## src/rtl/pbd_pkg.sv

```systemverilog
package pbd_pkg;
  typedef enum logic [1:0] {
    KIND_CMD  = 2'd0,
    KIND_DATA = 2'd1,
    KIND_ADDR = 2'd2,
    KIND_ERR  = 2'd3
  } rec_kind_e;

  typedef enum logic [1:0] {
    PH_IDLE,
    PH_HDR,
    PH_PAY,
    PH_SKIP
  } phase_e;

  localparam int ERR_SYNC = 1;
  localparam int ERR_END  = 2;
  localparam int ERR_CUT  = 3;
endpackage

```

## src/rtl/pbd_sync.sv

```systemverilog
module pbd_sync #(
  parameter int STAGES = 2,
  parameter int W      = 4
) (
  input  logic         clk,
  input  logic         rst,
  input  logic [W-1:0] d_i,
  output logic [W-1:0] q_o
);
  for (genvar b = 0; b < W; b++) begin : g_bit
    logic [STAGES-1:0] chain;
    always_ff @(posedge clk) begin
      if (rst) chain <= '0;
      else     chain <= {chain[STAGES-2:0], d_i[b]};
    end
    assign q_o[b] = chain[STAGES-1];
  end
endmodule

```

## src/rtl/pbd_events.sv

```systemverilog
module pbd_events (
  input  logic clk,
  input  logic rst,
  input  logic pclk_s,
  input  logic act_s,
  output logic bit_stb,
  output logic act_rise,
  output logic act_fall
);
  logic pclk_q, act_q;

  always_ff @(posedge clk) begin
    if (rst) begin
      pclk_q <= 1'b0;
      act_q  <= 1'b0;
    end else begin
      pclk_q <= pclk_s;
      act_q  <= act_s;
    end
  end

  assign bit_stb  = pclk_s & ~pclk_q & act_s & act_q;
  assign act_rise = act_s & ~act_q;
  assign act_fall = ~act_s & act_q;
endmodule

```

## src/rtl/pbd_deframer.sv

```systemverilog
module pbd_deframer
  import pbd_pkg::*;
#(
  parameter int HDR_BITS    = 48,
  parameter int PRE_BITS    = 28,
  parameter int TRL_BITS    = 12,
  parameter logic [PRE_BITS-1:0] SYNC_PAT = 28'hA5A5A5A,
  parameter logic [TRL_BITS-1:0] END_PAT  = 12'hAA1,
  parameter int WORD_W      = 14,
  parameter int GROUP_WORDS = 4,
  parameter logic [7:0] CMD_WR_A = 8'h70,
  parameter logic [7:0] CMD_WR_B = 8'h71,
  parameter logic [7:0] CMD_RD   = 8'h60
) (
  input  logic              clk,
  input  logic              rst,
  input  logic              bit_stb,
  input  logic              bit_val,
  input  logic              act_rise,
  input  logic              act_fall,
  output logic              emit,
  output rec_kind_e         emit_kind,
  output logic [WORD_W-1:0] emit_data
);
  localparam int CMD_W = HDR_BITS - PRE_BITS - TRL_BITS;
  localparam int CNT_W = $clog2(HDR_BITS + 1);
  localparam int GRP_W = $clog2(GROUP_WORDS + 1);

  phase_e              ph_q, ph_d;
  logic [CNT_W-1:0]    cnt_q, cnt_d;
  logic [HDR_BITS-1:0] sh_q, sh_d;
  logic [GRP_W-1:0]    grp_q, grp_d;
  logic                wr_q, wr_d;

  logic [HDR_BITS-1:0] frame;
  logic [CMD_W-1:0]    cmd;

  assign frame = {sh_q[HDR_BITS-2:0], bit_val};
  assign cmd   = frame[TRL_BITS +: CMD_W];

  always_comb begin
    ph_d      = ph_q;
    cnt_d     = cnt_q;
    sh_d      = sh_q;
    grp_d     = grp_q;
    wr_d      = wr_q;
    emit      = 1'b0;
    emit_kind = KIND_CMD;
    emit_data = '0;
    if (act_rise) begin
      ph_d  = PH_HDR;
      cnt_d = '0;
      grp_d = '0;
      wr_d  = 1'b0;
    end else if (act_fall) begin
      if ((ph_q == PH_HDR || ph_q == PH_PAY) && cnt_q != '0) begin
        emit      = 1'b1;
        emit_kind = KIND_ERR;
        emit_data = WORD_W'(ERR_CUT);
      end
      ph_d = PH_IDLE;
    end else if (bit_stb) begin
      case (ph_q)
        PH_HDR: begin
          sh_d  = frame;
          cnt_d = cnt_q + 1'b1;
          if (cnt_q == CNT_W'(HDR_BITS - 1)) begin
            cnt_d = '0;
            emit  = 1'b1;
            if (frame[HDR_BITS-1 -: PRE_BITS] != SYNC_PAT) begin
              emit_kind = KIND_ERR;
              emit_data = WORD_W'(ERR_SYNC);
              ph_d      = PH_SKIP;
            end else if (frame[TRL_BITS-1:0] != END_PAT) begin
              emit_kind = KIND_ERR;
              emit_data = WORD_W'(ERR_END);
              ph_d      = PH_SKIP;
            end else begin
              emit_kind              = KIND_CMD;
              emit_data[CMD_W-1:0]   = cmd;
              wr_d = (cmd == CMD_WR_A) || (cmd == CMD_WR_B);
              ph_d = (wr_d || cmd == CMD_RD) ? PH_PAY : PH_SKIP;
            end
          end
        end
        PH_PAY: begin
          sh_d  = frame;
          cnt_d = cnt_q + 1'b1;
          if (cnt_q == CNT_W'(WORD_W - 1)) begin
            cnt_d     = '0;
            emit      = 1'b1;
            emit_data = frame[WORD_W-1:0];
            emit_kind = (wr_q && grp_q == GRP_W'(GROUP_WORDS)) ? KIND_ADDR : KIND_DATA;
            grp_d     = (grp_q == GRP_W'(GROUP_WORDS)) ? '0 : grp_q + 1'b1;
          end
        end
        default: ;
      endcase
    end
  end

  always_ff @(posedge clk) begin
    if (rst) begin
      ph_q  <= PH_IDLE;
      cnt_q <= '0;
      sh_q  <= '0;
      grp_q <= '0;
      wr_q  <= 1'b0;
    end else begin
      ph_q  <= ph_d;
      cnt_q <= cnt_d;
      sh_q  <= sh_d;
      grp_q <= grp_d;
      wr_q  <= wr_d;
    end
  end
endmodule

```

## src/rtl/pbd_monitor.sv

```systemverilog
module pbd_monitor #(
  parameter int SYNC_STAGES = 2,
  parameter int WORD_W      = 14,
  parameter int GROUP_WORDS = 4
) (
  input  logic              clk,
  input  logic              rst,
  input  logic              prog_clk_i,
  input  logic              prog_dat_i,
  input  logic              prog_vdd_i,
  input  logic              prog_mode_i,
  output logic              rec_valid_o,
  output logic [1:0]        rec_kind_o,
  output logic [WORD_W-1:0] rec_data_o
);
  import pbd_pkg::*;

  logic [3:0]        pins_s;
  logic              bit_stb, act_rise, act_fall, emit;
  rec_kind_e         emit_kind;
  logic [WORD_W-1:0] emit_data;

  pbd_sync #(.STAGES(SYNC_STAGES), .W(4)) u_sync (
    .clk (clk),
    .rst (rst),
    .d_i ({prog_mode_i, prog_vdd_i, prog_clk_i, prog_dat_i}),
    .q_o (pins_s)
  );

  pbd_events u_events (
    .clk      (clk),
    .rst      (rst),
    .pclk_s   (pins_s[1]),
    .act_s    (pins_s[3] & pins_s[2]),
    .bit_stb  (bit_stb),
    .act_rise (act_rise),
    .act_fall (act_fall)
  );

  pbd_deframer #(.WORD_W(WORD_W), .GROUP_WORDS(GROUP_WORDS)) u_deframer (
    .clk       (clk),
    .rst       (rst),
    .bit_stb   (bit_stb),
    .bit_val   (pins_s[0]),
    .act_rise  (act_rise),
    .act_fall  (act_fall),
    .emit      (emit),
    .emit_kind (emit_kind),
    .emit_data (emit_data)
  );

  always_ff @(posedge clk) begin
    if (rst) begin
      rec_valid_o <= 1'b0;
      rec_kind_o  <= 2'd0;
      rec_data_o  <= '0;
    end else begin
      rec_valid_o <= emit;
      if (emit) begin
        rec_kind_o <= emit_kind;
        rec_data_o <= emit_data;
      end
    end
  end
endmodule

```

## config.mk

```make
export PLATFORM = sky130hd
export DESIGN_NAME = pbd_monitor
export DESIGN_NICKNAME = d
export VERILOG_FILES = /design/src/rtl/pbd_pkg.sv /design/src/rtl/pbd_sync.sv /design/src/rtl/pbd_events.sv /design/src/rtl/pbd_deframer.sv /design/src/rtl/pbd_monitor.sv
export SDC_FILE = /design/constraint.sdc
export NUM_CORES = 1
export LEC_CHECK = 0
export BUFFER_PORTS_ARGS = -buffer_cell sky130_fd_sc_hd__buf_2
export CAP_MARGIN = 20
export CORE_UTILIZATION = 40
export DETAILED_ROUTE_END_ITERATION = 6
export PLACE_DENSITY = 0.64
export SETUP_SLACK_MARGIN = 0.1
export SYNTH_ARGS = -nofsm -noshare
export SYNTH_HDL_FRONTEND = slang
export SYNTH_HIERARCHICAL = 1
export SYNTH_SLANG_ARGS = --single-unit
```

## constraint.sdc

```tcl
create_clock -name clk -period 2.6 [get_ports clk]
set_clock_uncertainty 0.1 [all_clocks]
set_input_delay 0.39 -clock clk [delete_from_list [all_inputs] [get_ports clk]]
set_output_delay 0.39 -clock clk [all_outputs]
set_load 0.02 [all_outputs]
```

# Word-level counts from Yosys, hierarchy flattened
# Cells that the tools add are included.
# totals
ff_bits	86
input_bits	6
wordCells	97
# op_classes
bitwise	13
eq_ne	10
n_reduce_logical	19
add_sub_neg	2
n_mux	38
# ops
op	n
two-way mux 14 bit	5
inequality test 28 bit, second input constant	1
case mux 14 bit (2 select lines)	1
equality test 8 x 7 -> 1 bit, second input constant	3
two-way mux 2 bit	12
two-way mux 8 bit	2
two-way mux 1 bit	12
two-way mux 6 bit	2
inequality test 12 bit, second input constant	1
case mux 6 bit (2 select lines)	1
AND reduction 3 bit	3
nonzero test 3 bit	3
AND reduction 4 bit	2
inverter 1 bit	7
adder 6 x 1 -> 6 bit, second input constant	1
AND 1 bit	6
equality test 6 x 4 -> 1 bit, second input constant	1
equality test 6 bit, second input constant	1
AND reduction 6 bit	1
nonzero test 6 bit	1
case mux 2 bit (2 select lines)	1
OR reduction 2 bit	2
adder 3 x 1 -> 3 bit, second input constant	1
equality test 3 bit, second input constant	1
8 further kinds	11

# Depth between registers and ports, before layout
# Gate-level depths: netlist (run 1).
# logic_depth
word_depth	11
mapped_depth	11

# Hierarchy
# Netlist (run 1), hierarchy kept.
# by_module_without_submodules
mod	area_each_um2	cells_each	n_inst
pbd_deframer	2763.9	364	1
pbd_monitor	614.3	55	1
pbd_sync	240.2	20	1
pbd_events	75.1	7	1

# Worst setup path after synthesis (run 1)
# OpenSTA, ideal clock, no wires.
# synth_path
path_kind	register -> register
from	register u_sync.g_bit[3].chain[1]
to	register rec_data_o[2]
arrival_ns	2.215
stages_incl_launch_ff	11
setup_time_ns	0.064
n_path_buf	2
path_slack_ns	0.221
synth_period_minus_slack_ns	2.379
path_cell_list	dfxtp_1 > buf_4 > and2_1 > nor2b_1 > or4b_1 > clkbuf_1 > nor3_2 > or4b_4 > o21ai_1 > mux2i_1 > nor2_1
# synth_between
word_cells_on_any_way	12
cone_classes	6 x mux; 6 x bitwise
# synth_rtl
element	line	text
start, declared	pbd_sync.sv:11	logic [STAGES-1:0] chain;
start signal, assigned	pbd_sync.sv:14	else chain <= {chain[STAGES-2:0], d_i[b]};
AND 1 bit	pbd_monitor.sv:34	.act_s (pins_s[3] & pins_s[2]),
AND 1 bit	pbd_events.sv:23	assign act_rise = act_s & ~act_q;
named net act_rise	pbd_monitor.sv:19	logic bit_stb, act_rise, act_fall, emit;
two-way mux 14 bit	pbd_deframer.sv:50	if (act_rise) begin
named net emit_data[2]	pbd_monitor.sv:21	logic [WORD_W-1:0] emit_data;
end signal, assigned	pbd_monitor.sv:61	rec_data_o <= emit_data;
end, declared	pbd_monitor.sv:14	output logic [WORD_W-1:0] rec_data_o
# The timed path passes the listed nets, and every way through them passes these cells.
# A chain may end at the register's enable or synchronous reset.

# Final worst setup path (run 1)
# layout_path
from	register u_deframer.ph_q[0]
to	register rec_data_o[6]
# layout_between
word_cells_on_any_way	13
cone_classes	2 x eq/ne; 9 x mux; 2 x reduce/logical
# layout_rtl
element	line	text
start, declared	pbd_deframer.sv:29	phase_e ph_q, ph_d;
start signal, assigned	pbd_deframer.sv:110	ph_q <= ph_d;
equality test 2 bit or equality test 2 x 1 -> 1 bit (tied branches)	pbd_deframer.sv:63	case (ph_q)
case mux 14 bit (2 select lines) (*)	pbd_deframer.sv:63	
two-way mux 14 bit (*)	pbd_deframer.sv:62	end else if (bit_stb) begin
two-way mux 14 bit (*)	pbd_deframer.sv:55	end else if (act_fall) begin
two-way mux 14 bit (*)	pbd_deframer.sv:50	
named net emit_data[6]	pbd_monitor.sv:21	
# The timed path passes the listed nets; every way through them passes the cells marked *.

==> impl_summary.md, run 1 <==
Clock network
The clock drives 86 sinks. The H-tree depth reported by CTS is 3. The clock network latency to the later pin of the worst-skew pair is 0.34 ns.

Buffers inserted to repair hold after CTS numbered 0. Buffers inserted during clock tree synthesis total 9. TritonCTS built the clock tree.

The worst-case clock buffer depth is 2. The clock root buffer master is clkbuf_8. Clock-pin slew was measured on the worst setup and hold paths at 0.09 ns.

Job
The max capacitance violation total is 0.

Worst setup path
In this design, the stage delay of the slowest critical-path cell is 0.51 ns. The cell with the largest stage delay on the worst path is or4b_4. The most common cell type on the critical path is or4b_4. STA puts the critical path data arrival time at 2.52 ns.

The worst setup path is captured at a flip-flop. Traced cell by cell, the critical path runs through inv_1 > ha_4 > or4b_4 > nor3_2 > or4b_4 > o21ai_1 > mux2i_1 > nor2_1. The worst-path maximum fanout is 6. The worst setup path is launched from a flip-flop. The kind of critical path is flip-flop to flip-flop.

Data on the critical path is required at its endpoint by 2.79 ns.

Die
The count of standard-cell rows is 34. After floorplanning, the core was sized to cover 8850 um2. Measured along the x axis, the die boundary spans 98.1 um. For this configuration, the core starts out at a cell density of 41.7%.

23 I/O pins were placed. The die covers approximately 9600 um2. The die is 98.1 um tall.

STA
The final critical path takes up 89.7% of the cycle. After layout, the minimum clock period comes to approximately 2.3 ns. The smallest hold slack is 0.154 ns. Adding up every negative setup slack in the final design gives 0 ns.

The peak clock frequency supported by timing is 0.429 GHz. The number of failing hold endpoints at the final stage came to 0. For the pin with the worst max-slew slack, the measured transition is 0.567 ns. Headroom to the max-slew limit came out at 61.7%.

Setup repair after global routing left no endpoint under its margin. The final number of max-transition violations was 0. Setup violations remaining at the end of the flow were counted as 0.

Logic synthesis
The top flip-flop cell by instance count after synthesis is dfxtp_1. Counting every instance in the synthesized netlist gives roughly 450. Yosys mapped the design onto 43 distinct sky130hd cell types.

The number of flops mapped to enable cells by yosys is 0. The post-synthesis sequential area ratio is a little under half. After synthesis, the cell types taking the most area are dfxtp_1 47%, nand2_1 11%, a21oi_1 7.7%. The count of yosys warnings during synthesis is 6.

The number of nets handed over by synthesis was 459. The area fraction of the dominant cell type after synthesis is a little under half. dfxtp_1 takes more of the synthesized area than any other cell. The cell area after technology mapping is 3690 um2. The average cell area after synthesis is 8.28 um2. After synthesis, the share of flip-flops with an asynchronous set or reset is 0%.

The flip-flop and latch count after synthesis is 86.

Power and ir drop
Across the VDD grid, the largest voltage drop is 0.346 mV. The clock share of power is 43.9%. The combinational power share is 1.7%. For this design the static power due to leakage is 1.40 nW. Net switching is 21.5% of the power. Registers are responsible for about 55% of the overall power. Dividing total power by cell area gives a power density of 583 nW/um2. Summed over all nets, the switching power comes to 0.000523 W.

Internal power comes to about 0.0019 W.

Global route
The number of global-route vias before repair is 2,672. Global routing finished with a remaining overflow of 0. The first-pass GRT wire length is ~12,000 um. In the global route stage, overall resource usage came out at 15.9%. The number of antenna violations at the first check in global routing came to 0. Entering global routing, the biggest net connects 59 pins.

Routing
Using the TritonRoute via totals, the vias-per-cell ratio works out to between 5 and 6. The post-route antenna net violation count is 0. The via count of the routed design is roughly 3,000. In the final routed layout, each cell accounts on average for approximately 13 um. The violation count after the first detailed-route iteration is 146. The first-pass iteration count of the detailed router is 7.

For this run, design rule violations remaining after detail routing come to 4. Wires add up to 7320 um.

Run status
The flow ran to the end, but the final reports show violations. The final reports fail on design-rule violations.

Final layout
The final core area utilization is 47.2%. Leaving out fill and tap cells, the most frequent cells in the layout are 105 x nand2_1, 86 x dfxtp_1, 57 x a21oi_1. In the final layout, the share of cells above drive strength 1 is a little over an eighth. The count of nets after finishing is 477.

The most common library cell in the layout ignoring fill and taps is nand2_1. The antenna cell count is 0. The layout overhead on the synthesized area is 13.0%.

Placed design
The number of buffers inserted by port buffering is 22. The last weighted congestion value of the routability-driven placer is about 0.8. The final HPWL from detailed placement is 4930 um.

Worst hold path
The kind of path behind the tightest hold check is input pin to flip-flop.
==> cell families after synthesis <==
logic type                 after synthesis  share of synthesized area, %
muxes                                   19                          5.15
adders and majority gates                7                          2.37
DFF                                     86                          46.6
buffers and inverters                   43                          5.49
xor gates and xnor gates                 3                         0.712
AOI/OAI and AO/OA                       82                          12.4
and+or+nand+nor                        206                          27.3
==> final cells by class <==
cell class              instances  area (um2)
well taps                     108         135
flip-flops and latches         86        1720
clock inverters                 6        92.6
fillers                       836        4670
repair buffers                 35         233
inverters                      15        56.3
clock buffers                  10         138
multi-input cells             317        1800
==> metrics by stage <==
| step | worst slack [ns] | cells | power [W] | area (um2) |
|---|---|---|---|---|
| after floorplan | 0.221 | 446 | 0.00138 | 3690 |
| after global placement | 0.256 | 560 | 0.00140 | 3920 |
| after detailed placement | 0.185 | 560 | 0.00140 | 3920 |
| after CTS | 0.146 | 576 | 0.00246 | 4150 |
| after global routing | 0.119 | 577 | 0.00252 | 4170 |
| final | 0.267 | 577 | 0.00243 | 4170 |
==> per-layer routing <==
| metal | up-vias | part of all wire [%] | track usage [%] |
|---|---|---|---|
| li1 | 1544 | - | - |
| met1 | 1368 | 49 | 21.6 |
| met2 | 44 | 46 | 24.7 |
| met3 | 5 | 3.5 | 2.93 |
| met4 | 0 | 1.2 | 6.88 |
| met5 | - | 0 | 0 |
==> synth_stat cells (3+ instances only) <==
library cell / instances
dfxtp_1: 86
nand3b_1: 5
xor2_1: 3
ha_1: 7
o21ai_1: 4
a31oi_1: 4
nor4bb_1: 7
o21ai_0: 4
nor4_1: 4
or2_2: 4
clkbuf_1: 20
o41ai_1: 3
nand2_1: 105
inv_1: 15
nand3_1: 6
nand4_1: 6
nor2b_1: 15
and2_1: 6
a21oi_1: 57
mux2i_1: 19
buf_4: 4
nor3_1: 5
nor2_1: 28
==> final timing paths <==
| check | from | to | slack, ns | cells after the start |
|---|---|---|---|---|
| worst min-delay path | prog_mode_i | u_sync/g_bit[3].chain[0] | 0.15 | 2 |
| worst max register to register | u_deframer/ph_q[0] | rec_data_o[6] | 0.27 | 8 |
| worst min register to register | u_sync/g_bit[2].chain[0] | u_sync/g_bit[2].chain[1] | 0.34 | 1 |
| worst max-delay path | u_deframer/ph_q[0] | rec_data_o[6] | 0.27 | 8 |
==> power groups by stage <==
| stage | Clock [W] | Sequential (W) | Combinational (W) |
|---|---|---|---|
| final | 0.00107 | 0.00132 | 0.0000410 |
| after global routing | 0.00115 | 0.00133 | 0.0000460 |
| after floorplan | 0 | 0.00135 | 0.0000301 |
| after detailed placement | 0 | 0.00136 | 0.0000412 |
| after CTS | 0.00109 | 0.00132 | 0.0000414 |
| after global placement | 0 | 0.00136 | 0.0000409 |
==> flip-flops by register name (all words and copies together), names as in the netlist <==
| register | count |
|---|---|
| u_deframer/wr_q | 1 |
| u_deframer/grp_q | 3 |
| rec_valid_o | 1 |
| u_deframer/sh_q | 47 |
| u_deframer/cnt_q | 6 |
| rec_kind_o | 2 |
| rec_data_o | 14 |
| u_events/pclk_q | 1 |
| u_deframer/ph_q | 2 |
| u_sync/g_bit.chain | 8 |
| u_events/act_q | 1 |
==> repair_timing <==
item | 4_1_cts | 5_1_grt
setup endpoints to repair | 0 | 4
gates resized for setup | 0 | 5
hold endpoints to repair | 0 | 0
setup buffers | 0 | 1
==> critical path, delay by kind of cell, from the launching register on <==
family | cells | cell delay (ns)
AO/OA/AOI/OAI | 1 | 0.14
adder cells (fa/ha/maj) | 1 | 0.27
buffers and inverters | 1 | 0.09
flip-flops | 1 | 0.35
multiplexers | 1 | 0.09
AND/OR/NAND/NOR | 4 | 1.24
Note: power is estimated with default switching activity, not from simulation.
==> run 2: changes to the inputs <==
--- a/config.mk
+++ b/config.mk
@@ -5,10 +5,12 @@
 export SDC_FILE = /design/constraint.sdc
 export NUM_CORES = 1
 export LEC_CHECK = 0
+export ABC_CLOCK_PERIOD_IN_PS = 2600
 export BUFFER_PORTS_ARGS = -buffer_cell sky130_fd_sc_hd__buf_2
 export CAP_MARGIN = 20
 export CORE_UTILIZATION = 40
 export DETAILED_ROUTE_END_ITERATION = 6
+export GPL_TIMING_DRIVEN = 0
 export PLACE_DENSITY = 0.64
 export SETUP_SLACK_MARGIN = 0.1
 export SYNTH_ARGS = -nofsm -noshare
==> impl_summary.md, run 2 (synthesis gave the netlist of run 1 again) <==
Run status
Outcome: finished, violations left (unchanged). Violations in the final reports: design-rule violations (unchanged).

Routing
The first-pass iteration count of the detailed router is 7 (unchanged). The average via count per standard cell is 5.13 (about the same). The via count of the routed design was 3,074 (was 2,961).

The post-route antenna net violation count came to 0 (unchanged). The violation count after the first detailed-route iteration came to 165 (was 146). The total DRC errors in the routed layout is 4 (unchanged). The post-detailed-routing wire length was 7850 um (was 7320 um).

The average wire per cell in the routed design is 13.1 um (was 12.7 um).

Placed design
The last weighted congestion value of the routability-driven placer was 0.848 (was 0.803). The number of buffers inserted by port buffering is 22 (unchanged). The final HPWL from detailed placement came to 5450 um (was 4930 um). The placed instance area was 3940 um2 (was 3920 um2).

Die
The die footprint came to 9620 um2 (unchanged). The effective utilization at floorplan is 41.7% (unchanged). The count of boundary I/O pins is 23 (unchanged). The total core area was 8850 um2 (unchanged).

The count of standard-cell rows is 34 (unchanged). The width of the die is 98.1 um (unchanged). The vertical extent of the die is 98.1 um (unchanged).

Global route
The number of global-route vias before repair is 2,987 (was 2,672). The global router's overall resource usage is 17.6% (was 15.9%). The first-pass GRT wire length is 13,600 um (was 12,300 um). The number of antenna violations at the first check in global routing came to 0 (unchanged). The maximum number of pins on one net before global-route repair is 17 (was 59). The global-route congestion overflow total is 0 (unchanged).

Power and ir drop
The peak supply drop is 0.228 mV (was 0.346 mV). The leakage dissipation is 1.53 nW (was 1.40 nW). The power density normalized to cell area is 540 nW/um2 (was 583 nW/um2).

Worst setup path
The worst reg2reg path endpoint is rec_data_o[3] (was rec_data_o[6]). The endpoint required time on the critical path is 2.80 ns (was 2.79 ns). The worst-path maximum fanout is 4 (was 6). The register-to-register setup slack came to 0.12 ns (was 0.27 ns). The endpoint arrival time on the critical path came to 2.68 ns (was 2.52 ns). Critical-path cell list: buf_4 > and2_4 > and4b_2 > or4b_4 > buf_8 > nor3_4 > or4b_4 > o21ai_2 > mux2i_1 > nor2_1 (was inv_1 > ha_4 > or4b_4 > nor3_2 > or4b_4 > o21ai_1 > mux2i_1 > nor2_1). The most common cell type on the critical path is or4b_4 (unchanged). The depth of the most critical reg-to-reg path is 10 (was 8). The worst setup path endpoint is rec_data_o[3] (was rec_data_o[6]). The cell with the largest stage delay on the worst path is or4b_4 (unchanged). The buffering stage count on the worst path with inverters included is 2 (was 1). The origin of the worst setup path is u_sync/g_bit[2].chain[1] (was u_deframer/ph_q[0]).

The number of cells on the critical path is 10 (was 8). The type of element capturing the critical path is a flip-flop (unchanged). The highest cell delay on the worst timing path was 0.52 ns (was 0.51 ns). The startpoint of the most critical register-to-register path is u_sync/g_bit[2].chain[1] (was u_deframer/ph_q[0]).

The kind of cell with the highest combined delay on the critical path is simple AND/OR/NAND/NOR gates (unchanged). The startpoint class of the critical path was a flip-flop (unchanged). The kind of critical path is flip-flop to flip-flop (unchanged).

STA
The final setup violation count came to 0 (unchanged). The final number of max-transition violations was 0 (unchanged). The peak clock frequency supported by timing is 0.403 GHz (was 0.429 GHz). The transition at the pin with the smallest max-transition slack was 0.667 ns (was 0.567 ns). Setup repair after global routing missed its margin: yes (was no). The fraction of the cycle the final worst path needs is 95.4% (was 89.7%). The tightest slew margin relative to the limit is 54.9% (was 61.7%). The shortest period the worst path allows is 2.48 ns (was 2.33 ns). The number of failing hold endpoints at the final stage is 0 (unchanged).

Clock network
The clock root buffer master was clkbuf_8 (unchanged). The clock net sink count came to 86 (unchanged). The number of buffers inserted for hold repair after clock tree synthesis is 0 (unchanged). The clock tree from TritonCTS is built (unchanged). The worst-case clock buffer depth is 2 (unchanged). The H-tree depth reported by CTS is 3 (unchanged).

The number of buffers created by CTS was 9 (unchanged). The clock-pin slew on the worst setup and hold paths is 0.08 ns (was 0.09 ns). The clock network latency to the later pin of the worst-skew pair is 0.36 ns (was 0.34 ns).

Final layout
Leading registers by flop count: u_deframer/sh_q x47, rec_data_o x14, u_sync/g_bit.chain x8 (unchanged). The share of post-route cells with drive strength above 1 is 16.5% (was 13.6%). The cell area after layout is 4320 um2 (was 4170 um2). Highest-count cells in the layout ignoring fill and taps: 104 x nand2_1, 86 x dfxtp_1, 57 x a21oi_1 (was 105 x nand2_1, 86 x dfxtp_1, 57 x a21oi_1).

The layout overhead on the synthesized area is 16.9% (was 13.0%). The number of flip-flops under the largest register name was 47 (unchanged). The most common library cell in the layout ignoring fill and taps is nand2_1 (unchanged). The count of nets after finishing is 499 (was 477).

The number of filler instances in the final layout is 873 (was 836). The final core area utilization was 48.8% (was 47.2%). The antenna cell count was 0 (unchanged). The register with the most flip-flops is u_deframer/sh_q (unchanged).

Job
The max capacitance violation total is 0 (unchanged).

Worst hold path
The kind of path behind the tightest hold check is input pin to flip-flop (unchanged).
-- run 2: where the power goes --
group	internal [W]	switching (W)	total (W)	leakage, nW
combinational	0.0000167	0.0000297	0.0000464	0.736
clock	0.000471	0.000489	0.000961	0.0997
sequential	0.00132	0.00000128	0.00132	0.694
total	0.00181	0.000520	0.00233	1.53
-- run 2: worst min path at each step --
stage                                   startpoint                  endpoint  cells past startpoint
after floorplan           u_sync/g_bit[0].chain[0]  u_sync/g_bit[0].chain[1]                      1
after global placement    u_sync/g_bit[1].chain[0]  u_sync/g_bit[1].chain[1]                      1
after detailed placement  u_sync/g_bit[2].chain[0]  u_sync/g_bit[2].chain[1]                      1
after CTS                               prog_vdd_i  u_sync/g_bit[2].chain[0]                      2
after global routing                   prog_mode_i  u_sync/g_bit[3].chain[0]                      2
final                                   prog_vdd_i  u_sync/g_bit[2].chain[0]                      2
-- run 2: stage by stage --
| step | worst slack [ns] | std cells | TNS [ns] | hold slack [ns] | power [W] |
|---|---|---|---|---|---|
| 2_1_floorplan | 0.221 | 446 | 0 | 0.314 | 0.00138 |
| 3_3_place_gp | -0.0877 | 576 | -0.224 | 0.321 | 0.00140 |
| 3_5_place_dp | -0.130 | 576 | -0.381 | 0.324 | 0.00140 |
| 4_1_cts | 0.116 | 596 | 0 | 0.130 | 0.00235 |
| 5_1_grt | -0.00918 | 599 | -0.00918 | 0.148 | 0.00242 |
| 6_report | 0.119 | 599 | 0 | 0.143 | 0.00233 |
-- run 2: worst register-to-register path, delay by kind of cell (launching register included) --
kind	cells	cell delay (ns)
muxes	1	0.08
buffers and inverters	2	0.23
AOI/OAI and AO/OA	1	0.15
and+or+nand+nor	6	1.57
DFF	1	0.31
-- run 2: layer usage --
layer  part of all wire [%]  GRT usage (%)  up-vias
met5                      0              0        -
met4                    2.1           10.3        0
met3                    4.1           3.01       18
met2                     46           27.0       67
met1                     48           23.1     1402
li1                       -              -     1587
-- run 2: layout make-up --
| cell class | instances | area [um2] | share of cell area, % |
|---|---|---|---|
| multi-input cells | 317 | 1870 | 43.4 |
| flip-flops and latches | 86 | 1720 | 39.9 |
| plain buffers | 28 | 171 | 3.97 |
| repair buffers | 29 | 163 | 3.77 |
| clock buffers | 11 | 141 | 3.27 |
| well taps | 108 | 135 | 3.13 |
| clock inverters | 5 | 56.3 | 1.30 |
| inverters | 15 | 56.3 | 1.30 |
-- run 2: repair_timing --
action,in CTS,in global routing
buffers inserted,4,3
gates resized for setup,15,23
setup endpoints to repair,30,44
pin swaps,2,7
